===== src/rtl/irq_lvl_pkg.sv =====
package irq_lvl_pkg;

  typedef enum logic [1:0] {
    CTL_KEEP    = 2'd0,
    CTL_ENABLE  = 2'd1,
    CTL_DISABLE = 2'd2,
    CTL_DISARM  = 2'd3
  } ctl_code_e;

  typedef enum logic [1:0] {
    FLD_HOLD   = 2'd0,
    FLD_SET    = 2'd1,
    FLD_CLEAR  = 2'd2,
    FLD_INVERT = 2'd3
  } fld_code_e;

  // Two-bit field helper: hold, force one, force zero, invert.
  function automatic logic fld_apply(input logic [1:0] code, input logic old_v);
    logic r;
    case (fld_code_e'(code))
      FLD_SET:    r = 1'b1;
      FLD_CLEAR:  r = 1'b0;
      FLD_INVERT: r = ~old_v;
      default:    r = old_v;
    endcase
    return r;
  endfunction

endpackage


===== src/rtl/irq_lvl_prio.sv =====
// Lowest-index-first priority encoder.
module irq_lvl_prio #(
  parameter int W  = 32,
  parameter int IW = (W > 1) ? $clog2(W) : 1
) (
  input  logic [W-1:0]  vec,
  output logic          hit,
  output logic [IW-1:0] idx
);

  always_comb begin
    hit = |vec;
    idx = '0;
    for (int i = W - 1; i >= 0; i--) begin
      if (vec[i]) idx = IW'(i);
    end
  end

endmodule


===== src/rtl/irq_lvl_ctl.sv =====
// Decodes the per-source control code into enable/request effects.
module irq_lvl_ctl
  import irq_lvl_pkg::*;
(
  input  logic       valid,
  input  logic [1:0] code,
  input  logic       armed_prev,
  output logic       en_set,
  output logic       en_clr,
  output logic       req_clr,
  output logic       armed_val
);

  always_comb begin
    en_set    = 1'b0;
    en_clr    = 1'b0;
    req_clr   = 1'b0;
    armed_val = armed_prev;
    if (valid) begin
      case (ctl_code_e'(code))
        CTL_ENABLE: begin
          en_set    = 1'b1;
          armed_val = 1'b1;
        end
        CTL_DISABLE: begin
          en_clr    = 1'b1;
          armed_val = 1'b1;
        end
        CTL_DISARM: begin
          en_clr    = 1'b1;
          req_clr   = 1'b1;
          armed_val = 1'b0;
        end
        default: armed_val = armed_prev;
      endcase
    end
  end

endmodule


===== src/rtl/irq_lvl_table.sv =====
// Simple dual-port device-number table, synchronous read, no reset on storage.
module irq_lvl_table #(
  parameter int DEPTH = 128,
  parameter int DW    = 8,
  parameter int AW    = (DEPTH > 1) ? $clog2(DEPTH) : 1
) (
  input  logic          clk,
  input  logic          we,
  input  logic [AW-1:0] waddr,
  input  logic [DW-1:0] wdata,
  input  logic          re,
  input  logic [AW-1:0] raddr,
  output logic [DW-1:0] rdata
);

  logic [DW-1:0] mem [DEPTH];

  always_ff @(posedge clk) begin
    if (we) mem[waddr] <= wdata;
    if (re) rdata <= mem[raddr];
  end

endmodule


===== src/rtl/irq_lvl_ctrl.sv =====
module irq_lvl_ctrl
  import irq_lvl_pkg::*;
#(
  parameter int NUM_LEVELS    = 4,
  parameter int SRC_PER_LEVEL = 32,
  parameter int DEV_W         = 8,
  localparam int NSRC  = NUM_LEVELS * SRC_PER_LEVEL,
  localparam int SRC_W = (NSRC > 1) ? $clog2(NSRC) : 1
) (
  input  logic              clk,
  input  logic              rst,
  input  logic [NSRC-1:0]   req_set_i,
  input  logic              ctl_valid_i,
  input  logic [SRC_W-1:0]  ctl_src_i,
  input  logic [1:0]        ctl_code_i,
  input  logic              ctl_armed_prev_i,
  output logic              ctl_armed_o,
  input  logic              ack_i,
  output logic              ack_valid_o,
  output logic [DEV_W-1:0]  ack_dev_o,
  output logic              pend_o,
  input  logic              tbl_we_i,
  input  logic [SRC_W-1:0]  tbl_addr_i,
  input  logic [DEV_W-1:0]  tbl_data_i,
  input  logic [1:0]        fld_code_i,
  input  logic              fld_old_i,
  output logic              fld_new_o
);

  localparam int LVL_W = (NUM_LEVELS > 1) ? $clog2(NUM_LEVELS) : 1;
  localparam int BIT_W = (SRC_PER_LEVEL > 1) ? $clog2(SRC_PER_LEVEL) : 1;

  logic [NSRC-1:0]  req_q, en_q, req_nxt, en_nxt, pend_vec, ack_clr;
  logic             ack_valid_q, hit_q, pend_q, armed_q, fld_q;
  logic [DEV_W-1:0] tbl_q;

  assign pend_vec = req_q & en_q;

  // ---------------- winner search ----------------
  logic [NUM_LEVELS-1:0] lvl_hit;
  logic [BIT_W-1:0]      lvl_bit [NUM_LEVELS];
  logic                  win_hit;
  logic [LVL_W-1:0]      win_lvl;
  logic [BIT_W-1:0]      win_bit;
  logic [SRC_W-1:0]      win_idx;

  for (genvar l = 0; l < NUM_LEVELS; l++) begin : g_lvl
    irq_lvl_prio #(.W(SRC_PER_LEVEL), .IW(BIT_W)) u_bit_enc (
      .vec (pend_vec[l*SRC_PER_LEVEL +: SRC_PER_LEVEL]),
      .hit (lvl_hit[l]),
      .idx (lvl_bit[l])
    );
  end

  irq_lvl_prio #(.W(NUM_LEVELS), .IW(LVL_W)) u_lvl_enc (
    .vec (lvl_hit),
    .hit (win_hit),
    .idx (win_lvl)
  );

  always_comb begin
    win_bit = '0;
    for (int l = 0; l < NUM_LEVELS; l++) begin
      if (win_lvl == LVL_W'(l)) win_bit = lvl_bit[l];
    end
    win_idx = SRC_W'(win_lvl) * SRC_W'(SRC_PER_LEVEL) + SRC_W'(win_bit);
  end

  // ---------------- control decode ----------------
  logic en_set, en_clr, req_clr, armed_val;

  irq_lvl_ctl u_ctl (
    .valid      (ctl_valid_i),
    .code       (ctl_code_i),
    .armed_prev (ctl_armed_prev_i),
    .en_set     (en_set),
    .en_clr     (en_clr),
    .req_clr    (req_clr),
    .armed_val  (armed_val)
  );

  // ---------------- per-source next state ----------------
  for (genvar i = 0; i < NSRC; i++) begin : g_src
    logic sel;
    assign sel        = (ctl_src_i == SRC_W'(i));
    assign ack_clr[i] = ack_i && win_hit && (win_idx == SRC_W'(i));
    assign req_nxt[i] = (req_q[i] & ~ack_clr[i] & ~(sel & req_clr)) | req_set_i[i];
    assign en_nxt[i]  = (sel & en_set) ? 1'b1 :
                        (sel & en_clr) ? 1'b0 : en_q[i];
  end

  always_ff @(posedge clk) begin
    if (rst) begin
      req_q       <= '0;
      en_q        <= '0;
      pend_q      <= 1'b0;
      ack_valid_q <= 1'b0;
      hit_q       <= 1'b0;
      armed_q     <= 1'b0;
      fld_q       <= 1'b0;
    end else begin
      req_q       <= req_nxt;
      en_q        <= en_nxt;
      pend_q      <= |(req_nxt & en_nxt);
      ack_valid_q <= ack_i;
      if (ack_i) hit_q <= win_hit;
      if (ctl_valid_i) armed_q <= armed_val;
      fld_q       <= fld_apply(fld_code_i, fld_old_i);
    end
  end

  // ---------------- device table ----------------
  irq_lvl_table #(.DEPTH(NSRC), .DW(DEV_W), .AW(SRC_W)) u_tbl (
    .clk   (clk),
    .we    (tbl_we_i & ~ack_i),
    .waddr (tbl_addr_i),
    .wdata (tbl_data_i),
    .re    (ack_i),
    .raddr (win_idx),
    .rdata (tbl_q)
  );

  assign ack_dev_o   = hit_q ? tbl_q : '0;
  assign ack_valid_o = ack_valid_q;
  assign pend_o      = pend_q;
  assign ctl_armed_o = armed_q;
  assign fld_new_o   = fld_q;

  // ---------------- assertions ----------------
  logic [NSRC-1:0] low_mask;
  assign low_mask = (NSRC'(1) << win_idx) - NSRC'(1);

  a_r3_lowest_wins: assert property (@(posedge clk) disable iff (rst)
    win_hit |-> (pend_vec[win_idx] && ((pend_vec & low_mask) == '0)));

  a_r4_ack_clears: assert property (@(posedge clk) disable iff (rst)
    (ack_i && win_hit && !req_set_i[win_idx]) |=> !req_q[$past(win_idx)]);

  a_r4_ack_flag: assert property (@(posedge clk) disable iff (rst)
    ack_i |=> ack_valid_o);

  a_r5_empty_zero: assert property (@(posedge clk) disable iff (rst)
    (ack_i && !win_hit) |=> (ack_dev_o == '0));

  a_r6_set_wins: assert property (@(posedge clk) disable iff (rst)
    (ack_i && win_hit && req_set_i[win_idx]) |=> req_q[$past(win_idx)]);

  a_r7_keep_copies: assert property (@(posedge clk) disable iff (rst)
    (ctl_valid_i && ctl_code_i == CTL_KEEP) |=> (ctl_armed_o == $past(ctl_armed_prev_i)));

  a_r8_disarm_drops: assert property (@(posedge clk) disable iff (rst)
    (ctl_valid_i && ctl_code_i == CTL_DISARM && !req_set_i[ctl_src_i])
      |=> (!req_q[$past(ctl_src_i)] && !en_q[$past(ctl_src_i)] && !ctl_armed_o));

endmodule


===== config.mk =====
export PLATFORM = sky130hd
export DESIGN_NAME = irq_lvl_ctrl
export DESIGN_NICKNAME = d
export VERILOG_FILES = /design/src/rtl/irq_lvl_pkg.sv /design/src/rtl/irq_lvl_prio.sv /design/src/rtl/irq_lvl_ctl.sv /design/src/rtl/irq_lvl_table.sv /design/src/rtl/irq_lvl_ctrl.sv
export SDC_FILE = /design/constraint.sdc
export NUM_CORES = 2
export LEC_CHECK = 0
export ABC_AREA = 1
export BUFFER_PORTS_ARGS = -buffer_cell sky130_fd_sc_hd__buf_2
export CELL_PAD_IN_SITES_DETAIL_PLACEMENT = 0
export CELL_PAD_IN_SITES_GLOBAL_PLACEMENT = 1
export CORE_ASPECT_RATIO = 2
export CORE_UTILIZATION = 49
export DETAILED_ROUTE_END_ITERATION = 10
export GPL_TIMING_DRIVEN = 0
export PLACE_DENSITY = 0.83
export SLEW_MARGIN = 25
export SYNTH_ARGS = -nofsm -noshare
export SYNTH_HDL_FRONTEND = slang
export SYNTH_HIERARCHICAL = 1
export SYNTH_SLANG_ARGS = --single-unit

===== constraint.sdc =====
create_clock -name clk -period 4.5 [get_ports clk]
set_input_delay 0.9 -clock clk [delete_from_list [all_inputs] [get_ports clk]]
set_output_delay 0.9 -clock clk [all_outputs]
set_load 0.01 [all_outputs]

# Yosys cells after proc, flatten, opt, wreduce, memory -nomap -nowiden
# Memory sizes are Yosys's and may differ from the RTL's. A register that Yosys moved wholly into a read port is not among the register bits.
# Cells that the tools add are included.
# Widths: inputs -> output; s select.
[totals]
ff_bits = 261
ram_bits = 1024
out_inout_bits = 12
memories = 1
[classes]
add_sub_neg = 1
eq_ne = 263
mux = 403
bitwise_logic = 1029
reduce_logical = 140
[memory_table]
columns = ["name", "depth", "width", "read_ports", "rd_ports_with_merged_regs", "wr", "line_no", "rtl"]
rows = [
  ["u_tbl.mem", 128, 8, 1, 1, 1, "irq_lvl_table.sv:16", "logic [DW-1:0] mem [DEPTH];"],
]
[ops]
columns = ["op", "count"]
rows = [
  ["$eq 7x7->1 const B", 128],
  ["$mux 5", 132],
  ["$and 1x1->1", 641],
  ["$eq 7x6->1 const B", 64],
  ["$mux 1", 264],
  ["$not 1->1", 258],
  ["$and 128x128->128", 2],
  ["$reduce_or 128->1", 2],
  ["$eq 7x5->1 const B", 32],
  ["$logic_and 1x1->1", 129],
  ["$or 1x1->1", 128],
  ["$reduce_or 32->1", 4],
  ["$eq 7x4->1 const B", 16],
  ["$eq 7x3->1 const B", 8],
  ["$eq 7x2->1 const B", 4],
  ["$eq 7x1->1 const B", 2],
  ["$logic_not 7->1", 2],
  ["$eq 2x2->1 const B", 6],
  ["$mux 2", 4],
  ["$mux 8", 1],
  ["$add 7x5->7", 1],
  ["$eq 2x1->1 const B", 3],
  ["$reduce_or 2->1", 2],
  ["$pmux 1 s3", 1],
  ["2 further kinds", 2],
]

# Longest topological paths before layout
[logic_depth]
ltp_word = 46
depth_mapped = 49
ltp_nobuf = 49

# Modules after synthesis
# The synthesis kept the hierarchy.
[modules_own_cells]
columns = ["module", "n_inst", "cells_each", "area_per_inst_um2", "seq_area_each_um2"]
rows = [
  ["irq_lvl_table", 1, 3575, 42184.2, 30989.7],
  ["irq_lvl_ctrl", 1, 2626, 15194.6, 5225.0],
  ["irq_lvl_prio at g_lvl[0].u_bit_enc ...", 4, 107, 470.5, 0.0],
  ["irq_lvl_ctl", 1, 20, 111.4, 0.0],
  ["irq_lvl_prio at u_lvl_enc", 1, 9, 46.3, 0.0],
]

# Least setup slack after synthesis
# No wires, ideal clock.
[synth_timing]
kind = "reg2reg"
from = "reg en_q[27]"
to = "reg u_tbl.rdata[6] (read register of u_tbl.mem) (data pin)"
arrival_ps = 3145
slack_ps = 1103
path_stages_with_launch = 25
path_buffers = 4
period_less_slack_ps = 3397
cell_sequence = "dfxtp_1 nand2_1 inv_1 nor4_1 nand2_1 nor3_1 nand3_1 inv_1 nand2_1 a21oi_2 buf_2 nor2_1 inv_1 nor2_1 buf_2 nor3_1 nand2_1 clkbuf_1 inv_1 clkbuf_1 nand2_1 nand3_1 nand2_1 nand2_1 nand2_1"
[synth_rtl]
columns = ["element", "line_no", "rtl"]
rows = [
  ["start, declared", "irq_lvl_ctrl.sv:33", "logic [NSRC-1:0] req_q, en_q, req_nxt, en_nxt, pend_vec, ack_clr;"],
  ["start signal, assigned", "irq_lvl_ctrl.sv:103", "en_q <= en_nxt;"],
  ["$and 128x128->128 *", "irq_lvl_ctrl.sv:37", "assign pend_vec = req_q & en_q;"],
  ["named net pend_vec[27]", "irq_lvl_ctrl.sv:33", ""],
  ["$reduce_or 32->1 *", "irq_lvl_prio.sv:12", "hit = |vec;"],
  ["named net lvl_hit[0]", "irq_lvl_ctrl.sv:40", "logic [NUM_LEVELS-1:0] lvl_hit;"],
  ["$mux 2 *", "irq_lvl_prio.sv:15", "if (vec[i]) idx = IW'(i);"],
  ["named net win_lvl[1]", "irq_lvl_ctrl.sv:43", "logic [LVL_W-1:0] win_lvl;"],
  ["$logic_not 2->1", "irq_lvl_ctrl.sv:64", "if (win_lvl == LVL_W'(l)) win_bit = lvl_bit[l];"],
  ["$mux 5 (3 in series)", "irq_lvl_ctrl.sv:64", ""],
  ["$mux 5 *", "irq_lvl_ctrl.sv:64", ""],
  ["named net win_bit[4]", "irq_lvl_ctrl.sv:44", "logic [BIT_W-1:0] win_bit;"],
  ["$add 7x5->7 *", "irq_lvl_ctrl.sv:66", "win_idx = SRC_W'(win_lvl) * SRC_W'(SRC_PER_LEVEL) + SRC_W'(win_bit);"],
  ["end, declared", "irq_lvl_table.sv:13", "output logic [DW-1:0] rdata"],
]
# The timed path passes the listed nets; every way through them passes the cells marked *.
# A chain may end at the register's enable or synchronous reset.

# Worst setup path in the final report
[layout_timing]
from = "reg req_q[59]"
to = "reg u_tbl.rdata[4] (read register of u_tbl.mem) (data pin)"
[layout_rtl]
columns = ["element", "line_no", "rtl"]
rows = [
  ["start, declared", "irq_lvl_ctrl.sv:33", ""],
  ["start signal, assigned", "irq_lvl_ctrl.sv:102", "req_q <= req_nxt;"],
  ["$and 128x128->128 *", "irq_lvl_ctrl.sv:37", ""],
  ["named net pend_vec[59]", "irq_lvl_ctrl.sv:33", ""],
  ["$reduce_or 32->1 *", "irq_lvl_prio.sv:12", ""],
  ["named net lvl_hit[1]", "irq_lvl_ctrl.sv:40", ""],
  ["$mux 2 * (2 in series)", "irq_lvl_prio.sv:15", ""],
  ["named net win_lvl[1]", "irq_lvl_ctrl.sv:43", ""],
  ["$logic_not 2->1", "irq_lvl_ctrl.sv:64", ""],
  ["$mux 5 (3 in series)", "irq_lvl_ctrl.sv:64", ""],
  ["$mux 5 *", "irq_lvl_ctrl.sv:64", ""],
  ["named net win_bit[2]", "irq_lvl_ctrl.sv:44", ""],
  ["$add 7x5->7 *", "irq_lvl_ctrl.sv:66", ""],
]
# Marks and branches as above.

==> results <==
- The flow ran to the end, but the final reports show violations.
- The final reports fail on negative setup slack.
- Setup slack on the critical path of the routed design comes to -0.256 ns.
- The worst setup path is captured at a flip-flop.
- Derived from the worst setup path, the maximum achievable clock frequency is 210 MHz.
- The HPWL after detailed placement is 197 mm.
- IR analysis of the VDD net gives a maximum drop of 0.370 mV.
- The initial cell density of the core is 49.4%.
- In this run the horizontal extent of the chip is 248 um.
- TritonCTS built the clock tree.
- For this run, asynchronously set or reset flops after synthesis account for 0%.
- The relative area change from synthesis to final layout is 17.2%.
- The number of setup violations in the final report is 10.
- The later-pin clock latency in the skew report is 0.79 ns.
- For this run, the post-layout net count is 7181.
- The number of endpoints with negative hold slack in the final report is 0.
- The mean area per synthesized cell is 8.92 um^2.
- The number of input and output port buffers inserted is 170.
- The clock network accounts for 42.2% of the total power.
- The number of nets handed over by synthesis was 6823.
- After floorplanning, the core was divided into 180 placement rows.
- STA puts the critical path data arrival time at 5.38 ns.
- The number of H-tree branching levels is 3.
- The number of buffers created by CTS is 111.
- In this run the worst path has a maximum fanout of 10.
- The synthesized design contains 1032 enable-type register cells.
- The largest net degree at the start of global routing is 93.
- The gate count of the mapped netlist is 6658.
- In the final timing run, aggregate negative setup slack is -1.78 ns.
- Setup repair after global routing could not meet its margin everywhere.
- In the routed layout, each cell is associated on average with a via count of 5.94.
- The total wire length is 265 mm.
- The via count of the first global-routing pass was 49900.
- For the worst setup path, the data required time is 5.12 ns.
- The headroom to the max-slew limit is 19.7%.
- The maximum clock path buffer count is 3.
- The most used flip-flop cell after synthesis is sky130_fd_sc_hd__edfxtp_1.
- The first-iteration detailed-routing DRC count is 4925.
- Routability-driven placement finished with a final weighted congestion of 1.07.
- The tree is rooted in a sky130_fd_sc_hd__clkbuf_16.
- The final max-slew violation count is 0.
- The vertical die dimension is 494 um.
- The first-pass GRT wire length is 365 mm.
- The clock arrives with 0.0227 ns of skew.
- The share of the Yosys chip area taken by registers is 60.9%.
- The number of antenna violations at the first check in global routing is 16.
- The internal power of the cells totals 19.0 mW.
- The power dissipated by switching net loads is 5.83 mW.
- The floorplan step defined a die boundary enclosing 123000 um^2.
- The cell area after synthesis is 59400 um^2.
- The total of flip-flops plus latches after synthesis is 1293.
- At the pin with the least slew margin, the transition time is 1.20 ns.
- Clock tree synthesis found a total of 1293 sinks.
- The fraction of layout cells with a size suffix above 1 is 14.8%.
- The sum of overflow across all layers after global routing is 0.
- The post-route antenna net violation count is 0.
- For this run, design rule violations remaining after detail routing come to 0.
- Clock-pin slew was measured on the worst setup and hold paths at 0.07 ns.
- The element type at the critical path start is a flip-flop.
- The class of the tightest hold or removal check is in2reg.
- Across all hold checks on the routed design, the worst slack comes to 0.302 ns.
- The detailed router placed 51500 vias in this run.
- The post-synthesis cell type count is 40.
- The post-route minimum period is 4.76 ns.
- The critical path is of the reg2reg type.
- In this run switching power makes up 23.5% of total power.
- The first detailed-routing pass ran for 8 iterations.
- Prior to clock tree synthesis, the placed netlist has a worst setup slack of -1.92 ns.
- Across every metal layer, demand over resource in global routing totals 43.6%.
- The placeable core region is 120000 um^2.
- After layout, the worst path uses 106% of the clock period.
- The share of total power dissipated in sequential elements is 52.5%.
- Power spread over the standard cell area amounts to 357 nW/um^2.
- In this run the static leakage power is 28.0 nW.
- The number of placed instances, taps included, is 8389.
- During I/O placement, the number of pins put on the boundary was 173.
- The relative contribution of combinational cells to total power is 5.3%.
- The Yosys step of the flow raised 6 warnings.
- Leaving out filler cells and counting taps, the final layout contains 8672.
- After detailed routing, the average wire length per cell comes to 30.6 um.
- The max-cap check violation count is 0.
synthesized netlist by cell type (5+ instances only):
| library cell | number | area (um^2) |
|---|---|---|
| sky130_fd_sc_hd__a31oi_1 | 6 | 37.5 |
| sky130_fd_sc_hd__nor2_2 | 7 | 43.8 |
| sky130_fd_sc_hd__a21oi_2 | 6 | 52.6 |
| sky130_fd_sc_hd__a211oi_1 | 5 | 37.5 |
| sky130_fd_sc_hd__inv_2 | 25 | 93.8 |
| sky130_fd_sc_hd__dfxtp_1 | 261 | 5230 |
| sky130_fd_sc_hd__nand3_1 | 1191 | 5960 |
| sky130_fd_sc_hd__nand2_2 | 7 | 43.8 |
| sky130_fd_sc_hd__bufinv_8 | 8 | 140 |
| sky130_fd_sc_hd__a21boi_0 | 10 | 75.1 |
| sky130_fd_sc_hd__buf_6 | 23 | 259 |
| sky130_fd_sc_hd__inv_1 | 639 | 2400 |
| sky130_fd_sc_hd__buf_2 | 145 | 726 |
| sky130_fd_sc_hd__nand2_1 | 2232 | 8380 |
| sky130_fd_sc_hd__buf_1 | 23 | 86.3 |
| sky130_fd_sc_hd__nor4_1 | 8 | 50.1 |
| sky130_fd_sc_hd__nor2_4 | 12 | 135 |
| sky130_fd_sc_hd__nor3_1 | 19 | 95.1 |
| sky130_fd_sc_hd__o21bai_1 | 7 | 52.6 |
| sky130_fd_sc_hd__o21ai_0 | 237 | 1190 |
| sky130_fd_sc_hd__o21ai_1 | 18 | 90.1 |
| sky130_fd_sc_hd__buf_4 | 42 | 315 |
| sky130_fd_sc_hd__a21oi_1 | 138 | 691 |
| sky130_fd_sc_hd__nor2_1 | 404 | 1520 |
| sky130_fd_sc_hd__clkbuf_1 | 122 | 458 |
| sky130_fd_sc_hd__edfxtp_1 | 1032 | 31000 |
repair_timing:
| item | CTS | global route |
|---|---|---|
| hold endpoints to repair | 0 | 0 |
| gates cloned | 1 | 0 |
| setup buffers | 56 | 6 |
| pin swaps | 57 | 38 |
| setup endpoints to repair | 81 | 10 |
| gates resized for setup | 451 | 120 |
| hold buffers | 0 | 0 |
registers in the layout (all words and copies together), names as in the netlist:
register / count
u_tbl/rdata: 8
ack_valid_o: 1
hit_q: 1
ctl_armed_o: 1
req_q: 128
pend_o: 1
en_q: 128
u_tbl/mem: 1024
fld_new_o: 1
logic make-up after synthesis:
group                      Yosys count  synth area share [%]
and+or+nand+nor                   3892                  27.5
DFF                               1293                  60.9
AOI/OAI and AO/OA                  439                  3.90
adders and majority gates            4                0.0842
muxes                                1                0.0168
buffers and inverters             1029                  7.56
stage by stage:
| stage | cell area [um^2] | utilization, % | power (mW) |
|---|---|---|---|
| final | 69600 | 57.9 | 24.9 |
| after detailed placement | 62700 | 52.1 | 14.5 |
| after floorplan | 59400 | - | 13.8 |
| after CTS | 69000 | 57.4 | 24.8 |
| after global routing | 69600 | 57.9 | 25.3 |
| after global placement | 62200 | 51.7 | 14.5 |
worst paths after layout:
| kind | to | from | slack [ns] | depth (start not counted) |
|---|---|---|---|---|
| setup / recovery | u_tbl/rdata[4] | req_q[59] | -0.26 | 24 |
| hold / removal | fld_new_o | fld_code_i[1] | 0.30 | 2 |
| setup reg to reg | u_tbl/rdata[4] | req_q[59] | -0.26 | 24 |
| hold reg to reg | req_q[76] | req_q[76] | 0.49 | 2 |
worst max-delay path: stages (launching register included):
cell and delay, ns:
sky130_fd_sc_hd__dfxtp_1 0.32, sky130_fd_sc_hd__nand2_1 0.08, sky130_fd_sc_hd__inv_1 0.08, sky130_fd_sc_hd__nor4_2 0.30, sky130_fd_sc_hd__nand2_1 0.15, sky130_fd_sc_hd__nor3_4 0.30
sky130_fd_sc_hd__nand3_4 0.20, sky130_fd_sc_hd__inv_2 0.15, sky130_fd_sc_hd__nand2_1 0.10, sky130_fd_sc_hd__a21oi_4 0.28, sky130_fd_sc_hd__buf_4 0.25, sky130_fd_sc_hd__nand3_1 0.09
sky130_fd_sc_hd__nand4_1 0.17, sky130_fd_sc_hd__buf_4 0.17, sky130_fd_sc_hd__buf_4 0.19, sky130_fd_sc_hd__clkbuf_2 0.35, sky130_fd_sc_hd__buf_2 0.45, sky130_fd_sc_hd__nand3_1 0.20
sky130_fd_sc_hd__nand3_1 0.16, sky130_fd_sc_hd__nand2_1 0.08, sky130_fd_sc_hd__nand2_1 0.07, sky130_fd_sc_hd__nand3_1 0.08, sky130_fd_sc_hd__nand2_2 0.13, sky130_fd_sc_hd__nand2_1 0.10
sky130_fd_sc_hd__nand2_1 0.14
per-layer routing:
| metal | routed length [um] | GRT usage (%) | up-vias |
|---|---|---|---|
| met3 | 20900 | 10.7 | 1365 |
| met5 | 53 | 0 | - |
| met4 | 39000 | 52.8 | 8 |
| met2 | 130000 | 73.6 | 3078 |
| li1 | - | - | 22700 |
| met1 | 75300 | 38.5 | 24400 |
area by class of cell:
cell class                 instances  area (um^2)
sequential                      1293        36200
buffer                           353         2460
clock buffer                     123         2830
timing repair buffer             247         2040
multi-input combinational       4336        20400
fill                           10900        50600
inverter                         674         2660
clock inverter                    85         1060
tap                             1547         1940
antenna                           14         35.0
cells in the final DEF (no fill, tap or decap), types with 48 or more instances in the layout:
cell type	synthesis	routed
sky130_fd_sc_hd__clkbuf_1	122	76
sky130_fd_sc_hd__nor2_2	7	48
sky130_fd_sc_hd__inv_1	639	630
sky130_fd_sc_hd__nand3_1	1191	1060
sky130_fd_sc_hd__a21oi_1	138	136
sky130_fd_sc_hd__o21ai_0	237	237
sky130_fd_sc_hd__buf_4	42	121
sky130_fd_sc_hd__nand3_2	0	74
sky130_fd_sc_hd__nand3_4	0	57
sky130_fd_sc_hd__nand2_2	7	52
sky130_fd_sc_hd__clkbuf_2	0	53
sky130_fd_sc_hd__dfxtp_1	261	249
sky130_fd_sc_hd__clkbuf_16	0	111
sky130_fd_sc_hd__nor2_1	404	347
sky130_fd_sc_hd__buf_2	145	220
sky130_fd_sc_hd__edfxtp_1	1032	1032
sky130_fd_sc_hd__buf_6	23	62
sky130_fd_sc_hd__nand2_1	2232	2178
power by group through the flow:
stage	sequential, mW	combinational, mW	clock [mW]
floorplan	13.3	0.487	0
global placement	13.3	1.15	0
detailed placement	13.3	1.21	0
CTS	13.0	1.25	10.5
global route	13.0	1.37	10.9
finish	13.0	1.33	10.5
No activity file was read; power rests on OpenSTA's default activity.
